`config.mk`:
```
export PLATFORM = sky130hd
export DESIGN_NAME = sar_rx_top
export DESIGN_NICKNAME = d
export VERILOG_FILES = /design/src/rtl/sar_pkg.sv /design/src/rtl/sar_sync.sv /design/src/rtl/sar_slot.sv /design/src/rtl/sar_deser.sv /design/src/rtl/sar_rx_top.sv
export SDC_FILE = /design/constraint.sdc
export NUM_CORES = 1
export LEC_CHECK = 0
export CAP_MARGIN = 20
export CELL_PAD_IN_SITES_DETAIL_PLACEMENT = 0
export CELL_PAD_IN_SITES_GLOBAL_PLACEMENT = 1
export CORE_ASPECT_RATIO = 1.4
export CORE_MARGIN = 1.5
export CORE_UTILIZATION = 54
export CTS_BUF_LIST = sky130_fd_sc_hd__clkbuf_4 sky130_fd_sc_hd__clkbuf_8
export DETAILED_ROUTE_END_ITERATION = 16
export PLACE_DENSITY = 0.83
export SYNTH_ARGS = -nofsm -noshare
export SYNTH_HDL_FRONTEND = slang
export SYNTH_HIERARCHICAL = 1
export SYNTH_SLANG_ARGS = --single-unit
```
`constraint.sdc`:
```
create_clock -name clk -period 8.75 [get_ports clk]
set_clock_uncertainty 0.2 [all_clocks]
set_input_delay 1.75 -clock clk [delete_from_list [all_inputs] [get_ports clk]]
set_output_delay 1.75 -clock clk [all_outputs]
set_load 0.05 [all_outputs]
```
`src/rtl/sar_pkg.sv`:
```
package sar_pkg;

  typedef enum logic [1:0] {
    ALIGN_I2S   = 2'd0,
    ALIGN_LEFT  = 2'd1,
    ALIGN_RIGHT = 2'd2
  } align_e;

  typedef struct packed {
    align_e     align;
    logic [5:0] rj_bits;
  } fmt_cfg_t;

  // format select decode
  function automatic fmt_cfg_t decode_fmt(input logic [2:0] code);
    fmt_cfg_t c;
    c.align   = ALIGN_I2S;
    c.rj_bits = 6'd24;
    case (code)
      3'b010: c.align = ALIGN_LEFT;
      3'b011: begin c.align = ALIGN_RIGHT; c.rj_bits = 6'd24; end
      3'b100: begin c.align = ALIGN_RIGHT; c.rj_bits = 6'd20; end
      3'b101: begin c.align = ALIGN_RIGHT; c.rj_bits = 6'd16; end
      3'b110: begin c.align = ALIGN_RIGHT; c.rj_bits = 6'd18; end
      default: ;
    endcase
    return c;
  endfunction

endpackage

```
`src/rtl/sar_sync.sv`:
```
module sar_sync #(
  parameter int W      = 3,
  parameter int STAGES = 2
) (
  input  logic         clk,
  input  logic         rst_n,
  input  logic [W-1:0] d,
  output logic [W-1:0] q
);
  logic [W-1:0] stg [STAGES];

  always_ff @(posedge clk or negedge rst_n) begin
    if (!rst_n) begin
      for (int i = 0; i < STAGES; i++) stg[i] <= '0;
    end else begin
      stg[0] <= d;
      for (int i = 1; i < STAGES; i++) stg[i] <= stg[i-1];
    end
  end

  assign q = stg[STAGES-1];
endmodule

```
`src/rtl/sar_slot.sv`:
```
module sar_slot (
  input  logic clk,
  input  logic rst_n,
  input  logic bclk,
  input  logic wclk,
  input  logic sdat,
  output logic bit_stb,
  output logic bit_val,
  output logic slot_edge,
  output logic ended_lvl
);
  logic bclk_q;
  logic wclk_q;
  logic primed;

  always_ff @(posedge clk or negedge rst_n) begin
    if (!rst_n) begin
      bclk_q <= 1'b0;
      wclk_q <= 1'b0;
      primed <= 1'b0;
    end else begin
      bclk_q <= bclk;
      if (bit_stb) begin
        wclk_q <= wclk;
        primed <= 1'b1;
      end
    end
  end

  // one strobe per rising bit-clock edge
  assign bit_stb   = bclk & ~bclk_q;
  assign bit_val   = sdat;
  assign slot_edge = bit_stb & primed & (wclk != wclk_q);
  assign ended_lvl = wclk_q;
endmodule

```
`src/rtl/sar_deser.sv`:
```
module sar_deser
  import sar_pkg::*;
#(
  parameter int SAMPLE_W = 24,
  parameter int SLOT_W   = 32
) (
  input  logic                clk,
  input  logic                rst_n,
  input  logic [2:0]          fmt_code,
  input  logic                bit_stb,
  input  logic                bit_val,
  input  logic                slot_edge,
  input  logic                ended_lvl,
  output logic                frame_done,
  output logic [SAMPLE_W-1:0] left_o,
  output logic [SAMPLE_W-1:0] right_o
);
  localparam int CNT_W = $clog2(SLOT_W + 1);
  localparam int IDX_W = $clog2(SAMPLE_W);
  localparam logic [CNT_W-1:0] CNT_MAX = CNT_W'(SLOT_W);
  localparam logic [CNT_W-1:0] WORD_N  = CNT_W'(SAMPLE_W);

  fmt_cfg_t            cfg;
  logic [CNT_W-1:0]    cnt, idx, off;
  logic                take, ended_left, in_slot, have_left, sgn;
  logic [SAMPLE_W-1:0] acc, sr, left_hold, rj_word, word;
  logic [5:0]          msb_pos;

  assign cfg = decode_fmt(fmt_code);
  // I2S skips one bit; R3: left-justified starts at once
  assign off  = (cfg.align == ALIGN_I2S) ? CNT_W'(1) : '0;
  assign idx  = slot_edge ? '0 : cnt;
  assign take = (idx >= off) && (idx < off + WORD_N);

  // last N bits of the slot, sign-extended
  assign msb_pos = cfg.rj_bits - 6'd1;
  assign sgn     = sr[msb_pos[IDX_W-1:0]];
  always_comb begin
    rj_word = '0;
    for (int i = 0; i < SAMPLE_W; i++)
      rj_word[i] = (i < int'(cfg.rj_bits)) ? sr[i] : sgn;
  end

  assign word       = (cfg.align == ALIGN_RIGHT) ? rj_word : acc;
  assign ended_left = (cfg.align == ALIGN_I2S) ? ~ended_lvl : ended_lvl;

  always_ff @(posedge clk or negedge rst_n) begin
    if (!rst_n) begin
      cnt        <= '0;
      acc        <= '0;
      sr         <= '0;
      left_hold  <= '0;
      left_o     <= '0;
      right_o    <= '0;
      in_slot    <= 1'b0;
      have_left  <= 1'b0;
      frame_done <= 1'b0;
    end else begin
      frame_done <= 1'b0;
      if (bit_stb) begin
        sr  <= {sr[SAMPLE_W-2:0], bit_val};
        cnt <= (idx == CNT_MAX) ? idx : idx + 1'b1;
        if (slot_edge)
          acc <= take ? {{(SAMPLE_W-1){1'b0}}, bit_val} : '0;
        else if (take)
          acc <= {acc[SAMPLE_W-2:0], bit_val};
      end
      if (slot_edge) begin
        in_slot <= 1'b1;
        // the slot in progress at reset release is never used
        if (in_slot) begin
          if (ended_left) begin
            left_hold <= word;
            have_left <= 1'b1;
          end else if (have_left) begin
            left_o     <= left_hold;
            right_o    <= word;
            frame_done <= 1'b1;
            have_left  <= 1'b0;
          end
        end
      end
    end
  end
endmodule

```
`src/rtl/sar_rx_top.sv`:
```
module sar_rx_top #(
  parameter int SAMPLE_W    = 24,
  parameter int SLOT_W      = 32,
  parameter int SYNC_STAGES = 2
) (
  input  logic                clk,
  input  logic                rst_n,
  input  logic                bclk_i,
  input  logic                wclk_i,
  input  logic                sdat_i,
  input  logic [2:0]          fmt_i,
  input  logic                m_ready,
  output logic                m_valid,
  output logic [SAMPLE_W-1:0] m_left,
  output logic [SAMPLE_W-1:0] m_right
);
  logic [2:0]          lines_s;
  logic                bit_stb, bit_val, slot_edge, ended_lvl;
  logic                frame_done;
  logic [SAMPLE_W-1:0] left_w, right_w;

  sar_sync #(.W(3), .STAGES(SYNC_STAGES)) u_sync (
    .clk   (clk),
    .rst_n (rst_n),
    .d     ({bclk_i, wclk_i, sdat_i}),
    .q     (lines_s)
  );

  sar_slot u_slot (
    .clk       (clk),
    .rst_n     (rst_n),
    .bclk      (lines_s[2]),
    .wclk      (lines_s[1]),
    .sdat      (lines_s[0]),
    .bit_stb   (bit_stb),
    .bit_val   (bit_val),
    .slot_edge (slot_edge),
    .ended_lvl (ended_lvl)
  );

  sar_deser #(.SAMPLE_W(SAMPLE_W), .SLOT_W(SLOT_W)) u_deser (
    .clk        (clk),
    .rst_n      (rst_n),
    .fmt_code   (fmt_i),
    .bit_stb    (bit_stb),
    .bit_val    (bit_val),
    .slot_edge  (slot_edge),
    .ended_lvl  (ended_lvl),
    .frame_done (frame_done),
    .left_o     (left_w),
    .right_o    (right_w)
  );

  // output register, newest pair wins
  always_ff @(posedge clk or negedge rst_n) begin
    if (!rst_n) begin
      m_valid <= 1'b0;
      m_left  <= '0;
      m_right <= '0;
    end else if (frame_done) begin
      m_valid <= 1'b1;
      m_left  <= left_w;
      m_right <= right_w;
    end else if (m_valid && m_ready) begin
      m_valid <= 1'b0;
    end
  end
endmodule

```
### Yosys cells after proc, flatten, opt, wreduce, memory -nomap -nowiden

Cells that the tools add are included.
W data, S select, Z words.

| storage, ports and cells | value |
|---|---|
| memories kept | 0 |
| flip-flop bits (word level) | 187 |
| logic and storage cells | 114 |
| bits of input ports | 9 |
| memory bits (read-only) | 0 |
| output and inout port bits | 49 |
| bits in latches | 0 |
| memory bits (writable) | 0 |

| cells by class | value |
|---|---|
| $lt $le $gt $ge | 27 |
| divide/modulo/power cells | 0 |
| add/sub/neg operators | 3 |
| multiply operators | 0 |
| mux-type cells | 43 |
| reduce and logical (&&, ||, !) cells | 10 |
| bitwise logic cells | 6 |
| shift-type cells | 0 |
| eq/ne operators | 8 |

Operators with widths:

| kind | count |
|---|---|
| $mux W24 | 3 |
| $lt A4 B5 Y1 const A | 8 |
| $lt A5 B5 Y1 const A | 8 |
| $mux W1 | 35 |
| $lt A3 B5 Y1 const A | 4 |
| $mux W6 | 2 |
| $pmux W4 S3 | 1 |
| $lt A1 B5 Y1 const A | 2 |
| $lt A2 B5 Y1 const A | 2 |
| $eq A3 B3 Y1 const B | 3 |
| $add A6 B1 Y6 const B | 1 |
| $add A6 B5 Y6 const B | 1 |
| $eq A3 B2 Y1 const B | 2 |
| $eq A6 B6 Y1 const B | 1 |
| $ge A6 B6 Y1 | 1 |
| $lt A5 B6 Y1 const B | 1 |
| $lt A6 B6 Y1 | 1 |
| $bmux W1 S5 | 1 |
| $sub A5 B1 Y5 const B | 1 |
| $pmux W2 S2 | 1 |
| $reduce_and A2 Y1 | 2 |
| $reduce_and A4 Y1 | 1 |
| $reduce_bool A2 Y1 | 2 |
| $reduce_or A4 Y1 | 1 |
| 7 further kinds | 12 |

### Depth between registers and ports, before layout

| depth | value |
|---|---|
| word-level depth | 10 |
| mapped depth | 11 |
| mapped depth without buffers | 9 |

### Modules after synthesis

The synthesis kept the hierarchy.

Modules (own cells, without submodules):

| module | sequential area each (um2) | area an instance (um2) | cells an instance | instances |
|---|---|---|---|---|
| sar_deser | 3228.1 | 5622.9 | 403 | 1 |
| sar_rx_top | 1226.2 | 1856.8 | 104 | 1 |
| sar_sync | 150.1 | 172.7 | 9 | 1 |
| sar_slot | 75.1 | 133.9 | 9 | 1 |

### Worst setup path after synthesis

No wires, ideal clock.

| timing | value |
|---|---|
| kind | input-to-reg |
| from | in fmt_i[1] |
| to | reg u_deser.acc[10] |
| required time | 8.428 ns |
| arrival time | 3.609 ns |
| path slack | 4.819 ns |
| library setup time | 0.122 ns |
| stages | 9 |
| path buffers | 2 |
| cells stage by stage | buf_2 nor2_1 or2_2 ha_1 or3b_1 a32o_1 nand2b_1 clkbuf_1 a32o_1 |

| between the ends | value |
|---|---|
| cells in the longest elaborated chain, start to end | 10 |
| elaborated cells on any way between the ends | 15 |
| classes of those cells | add/sub (1); order compare (2); eq/ne (5); mux (2); reduce/logical (5) |

Ends and longest elaborated chain:

| what | RTL line | source |
|---|---|---|
| start: declaration | sar_rx_top.sv:11 | `input logic [2:0] fmt_i,` |
| $eq A3 B2 Y1 / $eq A3 B3 Y1 (equally long branches) | sar_pkg.sv:19 | `case (code)` |
| $reduce_or A4 Y1 (no line) | -- |  |
| $pmux W2 S2 * | sar_pkg.sv:19 |  |
| $logic_not A2 Y1 * | sar_deser.sv:31 | `assign off = (cfg.align == ALIGN_I2S) ? CNT_W'(1) : '0;` |
| $mux W1 * | sar_deser.sv:31 |  |
| $add A6 B5 Y6 | sar_deser.sv:33 | `assign take = (idx >= off) && (idx < off + WORD_N);` |
| $lt A6 B6 Y1 | sar_deser.sv:33 |  |
| $logic_and A1 B1 Y1 * | sar_deser.sv:33 |  |
| $reduce_bool A2 Y1 (no line) * | -- |  |
| $reduce_and A2 Y1 (no line) * | -- |  |
| end signal: assignment | sar_deser.sv:64 | `acc <= take ? {{(SAMPLE_W-1){1'b0}}, bit_val} : '0;` |
| end signal: assignment | sar_deser.sv:66 | `acc <= {acc[SAMPLE_W-2:0], bit_val};` |
| end: declaration | sar_deser.sv:26 | `logic [SAMPLE_W-1:0] acc, sr, left_hold, rj_word, word;` |

Mark *: on every way between the ends. The rest lies on a longest branch, timed or not.
A chain may end at the register's enable or synchronous reset.

### Worst setup path in the final report

| timing | value |
|---|---|
| from | in fmt_i[2] |
| to | reg u_deser.acc[20] |

Same word-level chain as after synthesis.

==> flow_summary_export.csv <==
group,metric,value,unit
placement,dp_hpwl,9172,um
clock_tree,insertion_delay,0.45,ns
clock_tree,cts_tree,"yes",
die,die_w,104.5,um
die,fp.dieArea,15160,um^2
detailed_routing,postRouteAntennaNets,0,
clock_tree,numCtsBuffers,17,
clock_tree,ctsRootBufferMaster,"clkbuf_8",
sta,min_period_over_period,55.44,%
global_routing,gr-usage-met1,24.60,%
synth,async_flop_share,100.0,%
worst_hold_path,hold_end,"u_sync/q[2]",
synth,ys_warn_count,6,
synth,ys_ff_latch,187,
worst_setup_path,critPathLaunchType,"input port",
synth,synth_edf_count,0,
placement,place_congestion,0.7803,
synth,yosys-top-cells-area,"dfrtp_1, mux2_2, mux2_1",
detailed_routing,wire_per_inst,18.37,um
detailed_routing,wl,14130,um
sta,finalHoldViolations,0,
sta,worstMarginPinSlew,1.053,ns
clock_tree,cts_hold_buf,0,
run_status,status,"completed",
power,peakVddDrop,0.1389,mV
sta,fmax,0.2062,GHz
clock_tree,ctsResizeCount,0,
sta,fin_ws,3.899,ns
worst_setup_path,r2r-start,"u_slot/bclk_q",
global_routing,grt_overflow,0,
global_routing,use_met3,4.403,%
sta,setup_viol,0,
detailed_routing,drt_iter0_markers,226,
worst_hold_path,min_path_type,"flip-flop to flip-flop",
synth,syn_area,7786,um^2
clock_tree,cts_buffer_depth,2,
job,drv_cap,0,
sta,post-route-min-period,4.851,ns
worst_setup_path,cp_max_fo,23,
synth,synth_area_per_cell,14.83,um^2
worst_setup_path,end_kind,"flip-flop",
synth,netlist_instances,525,
placement,portBuffers,57,
worst_setup_path,r2r-end,"u_deser/acc[20]",
placement,place_worst_setup_slack,3.331,ns
synth,synthFlopType,"dfrtp_1",
sta,rsz0062_at_grt,"no",
finish,layout-drive-gt1-share,31.16,%
synth,yosysSeqAreaShare,60.10,%
die,io_pins,58,
power,power_density,255.4,nW/um^2
global_routing,grt_usage,20.23,%
power,total_leakage_power,4.197,nW
finish,antennaDiodeCount,0,
finish,mostFrequentLayoutCells,"dfrtp_1, mux2_2, clkdlybuf4s50_1, a32o_1, mux2_1",
die,initial_utilization,55.72,%
worst_setup_path,rrSetupSlack,4.56,ns
worst_setup_path,required,8.87,ns
die,std_cell_rows,51,
sta,final_max_slew_viol_count,0,
worst_setup_path,crit_arrival,4.97,ns
clock_tree,clock-sinks,187,
finish,fin_nets,584,
die,die_y,145.1,um
worst_hold_path,worstHoldStart,"u_sync/stg[5]",
synth,syn_nets,537,
die,coreArea,13970,um^2
global_routing,use_met2,35.30,%
global_routing,grt_max_degree,106,
detailed_routing,drc,0,
detailed_routing,drt_pass1_iterations,5,
global_routing,busiest_layer,"met2",
global_routing,antenna_found_initial,0,
clock_tree,postCtsSetupBuffers,0,
worst_hold_path,whs_path_depth,0,
detailed_routing,vias,4370,
sta,finalSetupTns,0,ns
synth,yosysTopAreaCellShare,60.10,%
global_routing,grt_pass1_wl,23980,um
synth,synth_top_cell_by_area,"dfrtp_1",
global_routing,grt_pass1_vias,4618,
synth,ys_types,48,
finish,syn_to_final_growth,14.04,%
sta,timing.slew.headroom,29.64,%
worst_setup_path,worst_r2r_path_depth,8,
clock_tree,clkSlewWorstSetupHoldPaths,0.10,ns
detailed_routing,routed_via_density,5.683,
finish,layout_commonest_cell,"dfrtp_1",
worst_setup_path,worst-setup-path-type,"input port to flip-flop",
clock_tree,h-tree-depth,4,
==> report_power, final <==
group	total, mW	switching [mW]	internal (mW)
sequential	1.16	0.114	1.05
combinational	0.525	0.280	0.245
clock	0.583	0.318	0.265
==> layer usage <==
| metal | part of all wire, % | up-vias |
|---|---|---|
| met4 | 1.8 | 0 |
| li1 | - | 2010 |
| met1 | 40 | 2246 |
| met2 | 54 | 96 |
| met3 | 3.8 | 18 |
| met5 | 0 | - |
==> per-stage QoR <==
stage / cell area, um^2 / util (%) / power, mW / hold WS, ns / std cells
detailed placement: 8428 / 60.31 / 1.709 / 0.1365 / 736
floorplan: 7786 / - / 1.529 / 0.1312 / 525
finish: 8880 / 63.54 / 2.268 / 0.1562 / 769
global route: 8880 / 63.54 / 2.390 / 0.1762 / 769
CTS: 8841 / 63.26 / 2.294 / 0.1598 / 767
global placement: 8408 / 60.17 / 1.685 / 0.1331 / 735
==> logic make-up (layout without fill, tap and decap cells) <==
family | count (synthesis) | in the layout | share of synthesized area (%)
adder cells (fa/ha/maj) | 3 | 3 | 0.4821
AO/OA/AOI/OAI | 63 | 63 | 6.556
flip-flops | 187 | 187 | 60.10
buffers and inverters | 50 | 109 | 3.455
multiplexers | 170 | 170 | 24.88
XOR/XNOR | 3 | 3 | 0.4340
AND/OR/NAND/NOR | 49 | 49 | 4.098
==> how the worst max path moves through the flow <==
stage                     startpoint              end  slack [ns]
after floorplan             fmt_i[1]  u_deser/acc[10]        4.82
after global placement      fmt_i[2]  u_deser/acc[23]        3.50
after detailed placement    fmt_i[2]   u_deser/acc[9]        3.33
after CTS                   fmt_i[2]   u_deser/acc[9]        3.80
after global routing        fmt_i[2]  u_deser/acc[19]        3.66
final                       fmt_i[2]  u_deser/acc[20]        3.90
==> critical path, cell delays in order <==
cell and delay [ns]:
clkdlybuf4s50_1 1.00, and3_1 0.31, or2_2 0.12, ha_1 0.14, or3b_1 0.37, a32o_1 0.27, nand2b_1 0.54, a32o_1 0.45
==> synthesized netlist by cell type, types with 5 or more instances <==
| cell type | n |
|---|---|
| inv_1 | 15 |
| buf_2 | 8 |
| o211a_1 | 5 |
| mux2_2 | 125 |
| a21oi_1 | 6 |
| buf_4 | 9 |
| nand2_1 | 7 |
| buf_6 | 5 |
| mux2_1 | 23 |
| nor2b_1 | 7 |
| mux2i_1 | 12 |
| mux2_4 | 10 |
| a32o_1 | 24 |
| nor2_1 | 5 |
| dfrtp_1 | 187 |
| clkbuf_1 | 12 |
| nand3b_1 | 5 |
| a211oi_1 | 6 |
| o21ai_0 | 7 |
==> state kept, by name (all words and copies together), names as in the netlist, 3 cells and up <==
register,cells
u_deser/right_o,24
u_deser/left_o,24
u_deser/cnt,6
u_deser/left_hold,24
u_sync/stg,3
m_right,24
m_left,24
u_deser/sr,24
u_sync/q,3
u_deser/acc,24
==> cell type report <==
cell class | count | area (um^2)
clock buffers | 17 | 234.0
repair buffers | 63 | 653.1
fillers | 1053 | 5095
multi-input cells | 288 | 2845
well taps | 185 | 231.5
flip-flops and latches | 187 | 4681
inverters | 15 | 56.30
clock inverters | 14 | 178.9
(Power assumes the default switching activity.)
